## src/rtl/lrsc_pkg.sv

```systemverilog
package lrsc_pkg;

  localparam int CR_W = 4;

  typedef enum logic [1:0] {
    ST_IDLE  = 2'd0,
    ST_LOAD  = 2'd1,
    ST_STORE = 2'd2
  } lrsc_state_e;

  // condition field: bit1 = conditional store performed, bit0 = summary overflow
  function automatic logic [CR_W-1:0] make_cr(input logic ok, input logic so);
    return {2'b00, ok, so};
  endfunction

endpackage

```

## src/rtl/lrsc_byte_lane.sv

```systemverilog
module lrsc_byte_lane #(
  parameter int DATA_W = 64
) (
  input  logic              dbl_i,
  input  logic              rev_i,
  input  logic [DATA_W-1:0] data_i,
  output logic [DATA_W-1:0] data_o
);
  localparam int NB     = DATA_W / 8;
  localparam int HB     = NB / 2;
  localparam int HALF_W = DATA_W / 2;

  logic [DATA_W-1:0] full_swap;
  logic [HALF_W-1:0] half_swap;

  for (genvar b = 0; b < NB; b++) begin : g_full
    assign full_swap[8*b +: 8] = data_i[8*(NB-1-b) +: 8];
  end

  for (genvar h = 0; h < HB; h++) begin : g_half
    assign half_swap[8*h +: 8] = data_i[8*(HB-1-h) +: 8];
  end

  always_comb begin
    if (dbl_i) begin
      data_o = rev_i ? full_swap : data_i;
    end else begin
      data_o = {{HALF_W{1'b0}}, (rev_i ? half_swap : data_i[HALF_W-1:0])};
    end
  end

endmodule

```

## src/rtl/lrsc_rsv_reg.sv

```systemverilog
module lrsc_rsv_reg #(
  parameter int ADDR_W = 64
) (
  input  logic              clk,
  input  logic              rst_n,
  input  logic              set_i,
  input  logic              clr_i,
  input  logic [ADDR_W-1:0] addr_set_i,
  input  logic [ADDR_W-1:0] addr_cmp_i,
  output logic              match_o
);
  logic              vld_q, vld_d;
  logic [ADDR_W-1:0] addr_q;

  always_comb begin
    vld_d = vld_q;
    if (set_i) begin
      vld_d = 1'b1;
    end else if (clr_i) begin
      vld_d = 1'b0;
    end
  end

  always_ff @(posedge clk or negedge rst_n) begin
    if (!rst_n) begin
      vld_q <= 1'b0;
    end else begin
      vld_q <= vld_d;
    end
  end

  // address register only loads on a new reservation
  always_ff @(posedge clk or negedge rst_n) begin
    if (!rst_n) begin
      addr_q <= '0;
    end else if (set_i) begin
      addr_q <= addr_set_i;
    end
  end

  assign match_o = vld_q && (addr_q == addr_cmp_i);

endmodule

```

## src/rtl/lrsc_ctrl.sv

```systemverilog
module lrsc_ctrl
  import lrsc_pkg::*;
(
  input  logic            clk,
  input  logic            rst_n,
  input  logic            req_valid_i,
  input  logic            is_sc_i,
  input  logic            misalign_i,
  input  logic            match_i,
  input  logic            so_i,
  input  logic            mem_ack_i,
  output logic            ready_o,
  output logic            accept_o,
  output logic            cap_en_o,
  output logic            mem_req_o,
  output logic            mem_we_o,
  output logic            ld_fire_o,
  output logic            rsv_set_o,
  output logic            rsv_clr_o,
  output logic            align_exc_o,
  output logic            ld_valid_o,
  output logic            sc_done_o,
  output logic [CR_W-1:0] sc_cr_o
);
  lrsc_state_e     state_q, state_d;
  logic            run_q;
  logic            mreq_q, mreq_d;
  logic            we_q, we_d;
  logic            exc_q, exc_d;
  logic            ldv_q, ldv_d;
  logic            done_q, done_d;
  logic            so_q, so_d;
  logic [CR_W-1:0] cr_q, cr_d;

  assign ready_o   = run_q && (state_q == ST_IDLE);
  assign accept_o  = req_valid_i && ready_o;
  assign cap_en_o  = accept_o && !misalign_i;
  assign ld_fire_o = (state_q == ST_LOAD) && mem_ack_i;
  assign rsv_set_o = ld_fire_o;
  assign rsv_clr_o = (cap_en_o && is_sc_i && !match_i) ||
                     ((state_q == ST_STORE) && mem_ack_i);

  always_comb begin
    state_d = state_q;
    mreq_d  = mreq_q;
    we_d    = we_q;
    so_d    = so_q;
    cr_d    = cr_q;
    exc_d   = 1'b0;
    ldv_d   = 1'b0;
    done_d  = 1'b0;
    unique case (state_q)
      ST_IDLE: begin
        if (accept_o) begin
          if (misalign_i) begin
            exc_d = 1'b1;
          end else if (!is_sc_i) begin
            state_d = ST_LOAD;
            mreq_d  = 1'b1;
            we_d    = 1'b0;
          end else if (match_i) begin
            state_d = ST_STORE;
            mreq_d  = 1'b1;
            we_d    = 1'b1;
            so_d    = so_i;
          end else begin
            done_d = 1'b1;
            cr_d   = make_cr(1'b0, so_i);
          end
        end
      end
      ST_LOAD: begin
        if (mem_ack_i) begin
          state_d = ST_IDLE;
          mreq_d  = 1'b0;
          ldv_d   = 1'b1;
        end
      end
      ST_STORE: begin
        if (mem_ack_i) begin
          state_d = ST_IDLE;
          mreq_d  = 1'b0;
          we_d    = 1'b0;
          done_d  = 1'b1;
          cr_d    = make_cr(1'b1, so_q);
        end
      end
      default: begin
        state_d = ST_IDLE;
        mreq_d  = 1'b0;
        we_d    = 1'b0;
      end
    endcase
  end

  always_ff @(posedge clk or negedge rst_n) begin
    if (!rst_n) begin
      state_q <= ST_IDLE;
      run_q   <= 1'b0;
      mreq_q  <= 1'b0;
      we_q    <= 1'b0;
      so_q    <= 1'b0;
      cr_q    <= '0;
      exc_q   <= 1'b0;
      ldv_q   <= 1'b0;
      done_q  <= 1'b0;
    end else begin
      state_q <= state_d;
      run_q   <= 1'b1;
      mreq_q  <= mreq_d;
      we_q    <= we_d;
      so_q    <= so_d;
      cr_q    <= cr_d;
      exc_q   <= exc_d;
      ldv_q   <= ldv_d;
      done_q  <= done_d;
    end
  end

  assign mem_req_o   = mreq_q;
  assign mem_we_o    = we_q;
  assign align_exc_o = exc_q;
  assign ld_valid_o  = ldv_q;
  assign sc_done_o   = done_q;
  assign sc_cr_o     = cr_q;

endmodule

```

## src/rtl/lrsc_reservation_unit.sv

```systemverilog
module lrsc_reservation_unit
  import lrsc_pkg::*;
#(
  parameter int ADDR_W     = 64,
  parameter int DATA_W     = 64,
  parameter int ALIGN_BITS = 2
) (
  input  logic              clk,
  input  logic              rst_n,
  input  logic              mode64_i,
  input  logic              so_flag_i,
  input  logic              req_valid_i,
  output logic              req_ready_o,
  input  logic              req_is_sc_i,
  input  logic              req_dbl_i,
  input  logic              req_rev_i,
  input  logic [ADDR_W-1:0] req_addr_i,
  input  logic [DATA_W-1:0] req_wdata_i,
  output logic              mem_req_o,
  output logic              mem_we_o,
  output logic              mem_dbl_o,
  output logic [ADDR_W-1:0] mem_addr_o,
  output logic [DATA_W-1:0] mem_wdata_o,
  input  logic              mem_ack_i,
  input  logic [DATA_W-1:0] mem_rdata_i,
  output logic              ld_valid_o,
  output logic [DATA_W-1:0] ld_data_o,
  output logic              align_exc_o,
  output logic              sc_done_o,
  output logic [CR_W-1:0]   sc_cr_o
);
  localparam int ADDR_HALF = ADDR_W / 2;

  // reset: asserted asynchronously, released on a clock edge
  logic [1:0] rst_pipe_q;
  logic       rst_sync_n;

  always_ff @(posedge clk or negedge rst_n) begin
    if (!rst_n) begin
      rst_pipe_q <= 2'b00;
    end else begin
      rst_pipe_q <= {rst_pipe_q[0], 1'b1};
    end
  end
  assign rst_sync_n = rst_pipe_q[1];

  // effective address and alignment
  logic [ADDR_W-1:0] eff_addr;
  logic              misalign;

  always_comb begin
    if (mode64_i) begin
      eff_addr = req_addr_i;
    end else begin
      eff_addr = {{(ADDR_W-ADDR_HALF){1'b0}}, req_addr_i[ADDR_HALF-1:0]};
    end
  end
  assign misalign = |req_addr_i[ALIGN_BITS-1:0];

  // controller
  logic accept, cap_en, ld_fire, rsv_set, rsv_clr, rsv_match;

  lrsc_ctrl u_ctrl (
    .clk         (clk),
    .rst_n       (rst_sync_n),
    .req_valid_i (req_valid_i),
    .is_sc_i     (req_is_sc_i),
    .misalign_i  (misalign),
    .match_i     (rsv_match),
    .so_i        (so_flag_i),
    .mem_ack_i   (mem_ack_i),
    .ready_o     (req_ready_o),
    .accept_o    (accept),
    .cap_en_o    (cap_en),
    .mem_req_o   (mem_req_o),
    .mem_we_o    (mem_we_o),
    .ld_fire_o   (ld_fire),
    .rsv_set_o   (rsv_set),
    .rsv_clr_o   (rsv_clr),
    .align_exc_o (align_exc_o),
    .ld_valid_o  (ld_valid_o),
    .sc_done_o   (sc_done_o),
    .sc_cr_o     (sc_cr_o)
  );

  // captured request
  logic [ADDR_W-1:0] cap_addr_q;
  logic [DATA_W-1:0] cap_wdata_q;
  logic              cap_dbl_q, cap_rev_q;
  logic [DATA_W-1:0] st_lane;

  lrsc_byte_lane #(.DATA_W(DATA_W)) u_st_lane (
    .dbl_i  (req_dbl_i),
    .rev_i  (req_rev_i),
    .data_i (req_wdata_i),
    .data_o (st_lane)
  );

  always_ff @(posedge clk or negedge rst_sync_n) begin
    if (!rst_sync_n) begin
      cap_addr_q  <= '0;
      cap_wdata_q <= '0;
      cap_dbl_q   <= 1'b0;
      cap_rev_q   <= 1'b0;
    end else if (cap_en) begin
      cap_addr_q  <= eff_addr;
      cap_wdata_q <= st_lane;
      cap_dbl_q   <= req_dbl_i;
      cap_rev_q   <= req_rev_i;
    end
  end

  assign mem_addr_o  = cap_addr_q;
  assign mem_wdata_o = cap_wdata_q;
  assign mem_dbl_o   = cap_dbl_q;

  // load result path
  logic [DATA_W-1:0] ld_lane;
  logic [DATA_W-1:0] ld_data_q;

  lrsc_byte_lane #(.DATA_W(DATA_W)) u_ld_lane (
    .dbl_i  (cap_dbl_q),
    .rev_i  (cap_rev_q),
    .data_i (mem_rdata_i),
    .data_o (ld_lane)
  );

  always_ff @(posedge clk or negedge rst_sync_n) begin
    if (!rst_sync_n) begin
      ld_data_q <= '0;
    end else if (ld_fire) begin
      ld_data_q <= ld_lane;
    end
  end
  assign ld_data_o = ld_data_q;

  // reservation
  lrsc_rsv_reg #(.ADDR_W(ADDR_W)) u_rsv (
    .clk        (clk),
    .rst_n      (rst_sync_n),
    .set_i      (rsv_set),
    .clr_i      (rsv_clr),
    .addr_set_i (cap_addr_q),
    .addr_cmp_i (eff_addr),
    .match_o    (rsv_match)
  );

  logic unused_accept;
  assign unused_accept = accept;

endmodule

```

## config.mk

```make
export PLATFORM = sky130hd
export DESIGN_NAME = lrsc_reservation_unit
export DESIGN_NICKNAME = d
export VERILOG_FILES = /design/src/rtl/lrsc_pkg.sv /design/src/rtl/lrsc_byte_lane.sv /design/src/rtl/lrsc_rsv_reg.sv /design/src/rtl/lrsc_ctrl.sv /design/src/rtl/lrsc_reservation_unit.sv
export SDC_FILE = /design/constraint.sdc
export NUM_CORES = 1
export LEC_CHECK = 0
export BUFFER_PORTS_ARGS = -buffer_cell sky130_fd_sc_hd__buf_2
export CORE_ASPECT_RATIO = 0.75
export CORE_MARGIN = 2
export CORE_UTILIZATION = 38
export DETAILED_ROUTE_END_ITERATION = 8
export PLACE_DENSITY = 0.64
export SLEW_MARGIN = 40
export SYNTH_ARGS = -nofsm -noshare
export SYNTH_HDL_FRONTEND = slang
export SYNTH_SLANG_ARGS = --single-unit
```

## constraint.sdc

```tcl
create_clock -name clk -period 9.8 [get_ports clk]
set_input_delay 0.49 -clock clk [delete_from_list [all_inputs] [get_ports clk]]
set_output_delay 0.49 -clock clk [all_outputs]
set_load 0.1 [all_outputs]
```

==> metrics <==
PD cells 391 mW/mm^2; worst hold path class input pin to flop; Setup-failing EPs final 0; r2r startpoint u_rsv.addr_q[41]; io pins ~400; slew at the pin closest to its max-slew limit 0.750 ns; root buffer cell clkbuf_16; Die Ht ~160 microns; clk slew on worst S/H paths roughly 0.060 ns; core area 0.0337 sq mm; DR WL met3 about 3400 microns; synth unique cells 57; critical path type flop to flop; TritonCTS buffer count 29; sequential area share after synthesis 0.519; ys async rst share 1.00; floorplan row count 58; Nets ~1900; final setup skew roughly 0.0096 ns; Post-synth EDFFs 0; HP Start req_valid_i; Period minus WS final between 2 and 3 ns; TritonRoute pass-1 iters 5; GRT Total Usage 0.205; endpoint class of the critical path flop; RSZ-0062 raised after global routing no; met2 routed wirelength between 15000 and 20000 microns; worst vdd ir between 0.0003 and 0.0004 V; startpoint types flop; post_cts resized 0; Die Footprint between 0.03 and 0.04 sq mm; Total Power ~6.5 mW; largest net degree at the start of global routing approximately 120; Skew-Pair Late Insertion Delay about 0.55 ns; # Max-Cap Violations 0; share of layout cells above drive strength 1 0.359; Top Layer Used met5; clock sinks between 200 and 300; H-tree levels 1; post-CTS setup buffers 0; YS warnings 0; vias in the first global route ~10000; met1 wire length 17200 microns; max frequency about 360 MHz; Arr. time, crit path 3.26 ns; Final Max Slew Viols 0; synthesis-stage register bit count ~270; post-route setup TNS 0 ns; First DRT Iteration DRCs between 700 and 800; CTS tree yes; GR Overflow Total 0; first-pass GRT wire length 58800 microns; Worst EP required between 10 and 15 ns; crit path from u_rsv.addr_q[41]; DR vias approximately 11000; initial antenna violation count 6; CP max FO 5; die outline width 218 microns; drc violations 0; Final Hold Viols 0; relative slew slack 0.500; Avg Inst Size Synth between 10 and 15 sq um; drt wl/cell ~18 microns; vias per cell 5.05; crit share post-route 0.282; Layout area overhead 26.5%; Total Wirelength about 38000 microns; Pleak roughly 8.3 nW; GP Congestion slightly below 0.9; hpwl dp between 20000 and 30000 microns; post-route ant nets 0; Post-Syn Area 0.0131 sq mm; status finished, final reports clean; # port buffers 401; Initial Util 0.388; clock buffer depth 3; Main synth FF type dfrtp_1; Post-Synthesis Cells 1300
-- cells in the final DEF (no fill, tap or decap), types with 5 or more instances in the layout --
| cell | netlist | layout |
|---|---|---|
| buf_2 | 0 | 400 |
| nand2_1 | 307 | 306 |
| dfrtp_1 | 272 | 269 |
| o21ai_0 | 242 | 242 |
| mux2_2 | 120 | 120 |
| mux2i_1 | 99 | 99 |
| clkbuf_16 | 0 | 29 |
| xor2_1 | 26 | 26 |
| inv_1 | 21 | 20 |
| nor2_1 | 10 | 10 |
| xnor2_1 | 10 | 10 |
| nor4_1 | 10 | 10 |
| clkbuf_8 | 0 | 9 |
| buf_6 | 2 | 9 |
| nor2b_1 | 6 | 6 |
| nor4bb_1 | 5 | 5 |
| a31o_2 | 5 | 5 |
| a22oi_1 | 5 | 5 |
| a21oi_1 | 5 | 5 |
| clkinv_2 | 0 | 5 |
-- where the power goes --
group / switching [mW] / internal, mW / total (mW)
clock network: 0.467 / 0.688 / 1.16
registers: 0.287 / 1.54 / 1.83
logic: 2.82 / 0.678 / 3.50
-- synthesized netlist by cell type, types with 6 or more instances --
master	n	area [sq um]
clkbuf_1	77	289
dfrtp_1	272	6810
inv_1	21	78.8
mux2_2	120	1350
mux2i_1	99	991
nand2_1	307	1150
nor2_1	10	37.5
nor2b_1	6	37.5
nor4_1	10	62.6
o21ai_0	242	1210
xnor2_1	10	87.6
xor2_1	26	228
-- stage by stage --
step	instances	area [sq um]	worst slack, ns	util	hold WS (ns)
2_1_floorplan	1302	13100	1.66	-	0.194
3_3_place_gp	2077	15400	6.73	0.457	0.276
3_5_place_dp	2080	15500	6.63	0.460	0.279
4_1_cts	2133	16500	7.03	0.490	0.160
5_1_grt	2135	16600	6.89	0.491	0.171
6_report	2138	16600	7.03	0.491	0.186
-- cell type report --
| class | instances | area (sq um) |
|---|---|---|
| fill | 3181 | 17200 |
| multi-input combinational | 922 | 5890 |
| clock buffer | 41 | 861 |
| inverter | 21 | 78.8 |
| antenna | 4 | 10.0 |
| tap | 450 | 563 |
| clock inverter | 11 | 140 |
| timing repair buffer | 417 | 2220 |
| sequential | 272 | 6820 |
-- state kept, by name, summed over array words and instances, names as in the netlist --
signal	flops
ld_data_o	64
mem_addr_o	64
mem_wdata_o	64
u_rsv.addr_q	64
rst_pipe_q	2
u_ctrl.sc_cr_o	2
u_ctrl.state_q	2
cap_rev_q	1
mem_dbl_o	1
u_ctrl.align_exc_o	1
u_ctrl.ld_valid_o	1
u_ctrl.mem_req_o	1
u_ctrl.mem_we_o	1
u_ctrl.run_q	1
u_ctrl.sc_done_o	1
u_ctrl.so_q	1
u_rsv.vld_q	1
-- critical path, cell delays in order (launching register included) --
cell and delay (ns):
dfrtp_1 0.42, nor4_1 0.41, o221ai_1 0.23, a21o_1 0.21, a2111oi_2 0.59, nand4_1 0.40, a211oi_2 0.30, o22a_1 0.16
-- cell families (layout without fill, tap and decap cells) --
family	Yosys count	count (layout)	synth area share
other cells	2	8	0.000573
fa+ha+maj	3	3	0.00286
flops	272	272	0.519
compound gates	288	288	0.120
xor+xnor	36	36	0.0241
buf+inv	108	490	0.0329
mux	220	220	0.180
simple gates	371	371	0.120
-- final timing paths --
check / to / slack, ns / cells after the start
worst max-delay path: u_ctrl.mem_req_o / 7.03 / 7
worst min-delay path: u_ctrl.align_exc_o / 0.19 / 3
worst max register to register: u_ctrl.mem_req_o / 7.03 / 7
worst min register to register: mem_wdata_o[60] / 0.32 / 0
max in group asynchronous: mem_addr_o[61] / 8.38 / 1
min in group asynchronous: rst_pipe_q[1] / 0.27 / 2
-- repair_timing --
item	CTS	global route
setup endpoints to repair	0	0
hold buffers	1	0
hold endpoints to repair	2	0
-- routing by layer --
metal | track usage | vias up
li1 | - | 5223
met1 | 0.285 | 5181
met2 | 0.313 | 334
met3 | 0.0665 | 63
met4 | 0.0455 | 6
met5 | 0 | -
No activity file was read; power rests on OpenSTA's default activity.
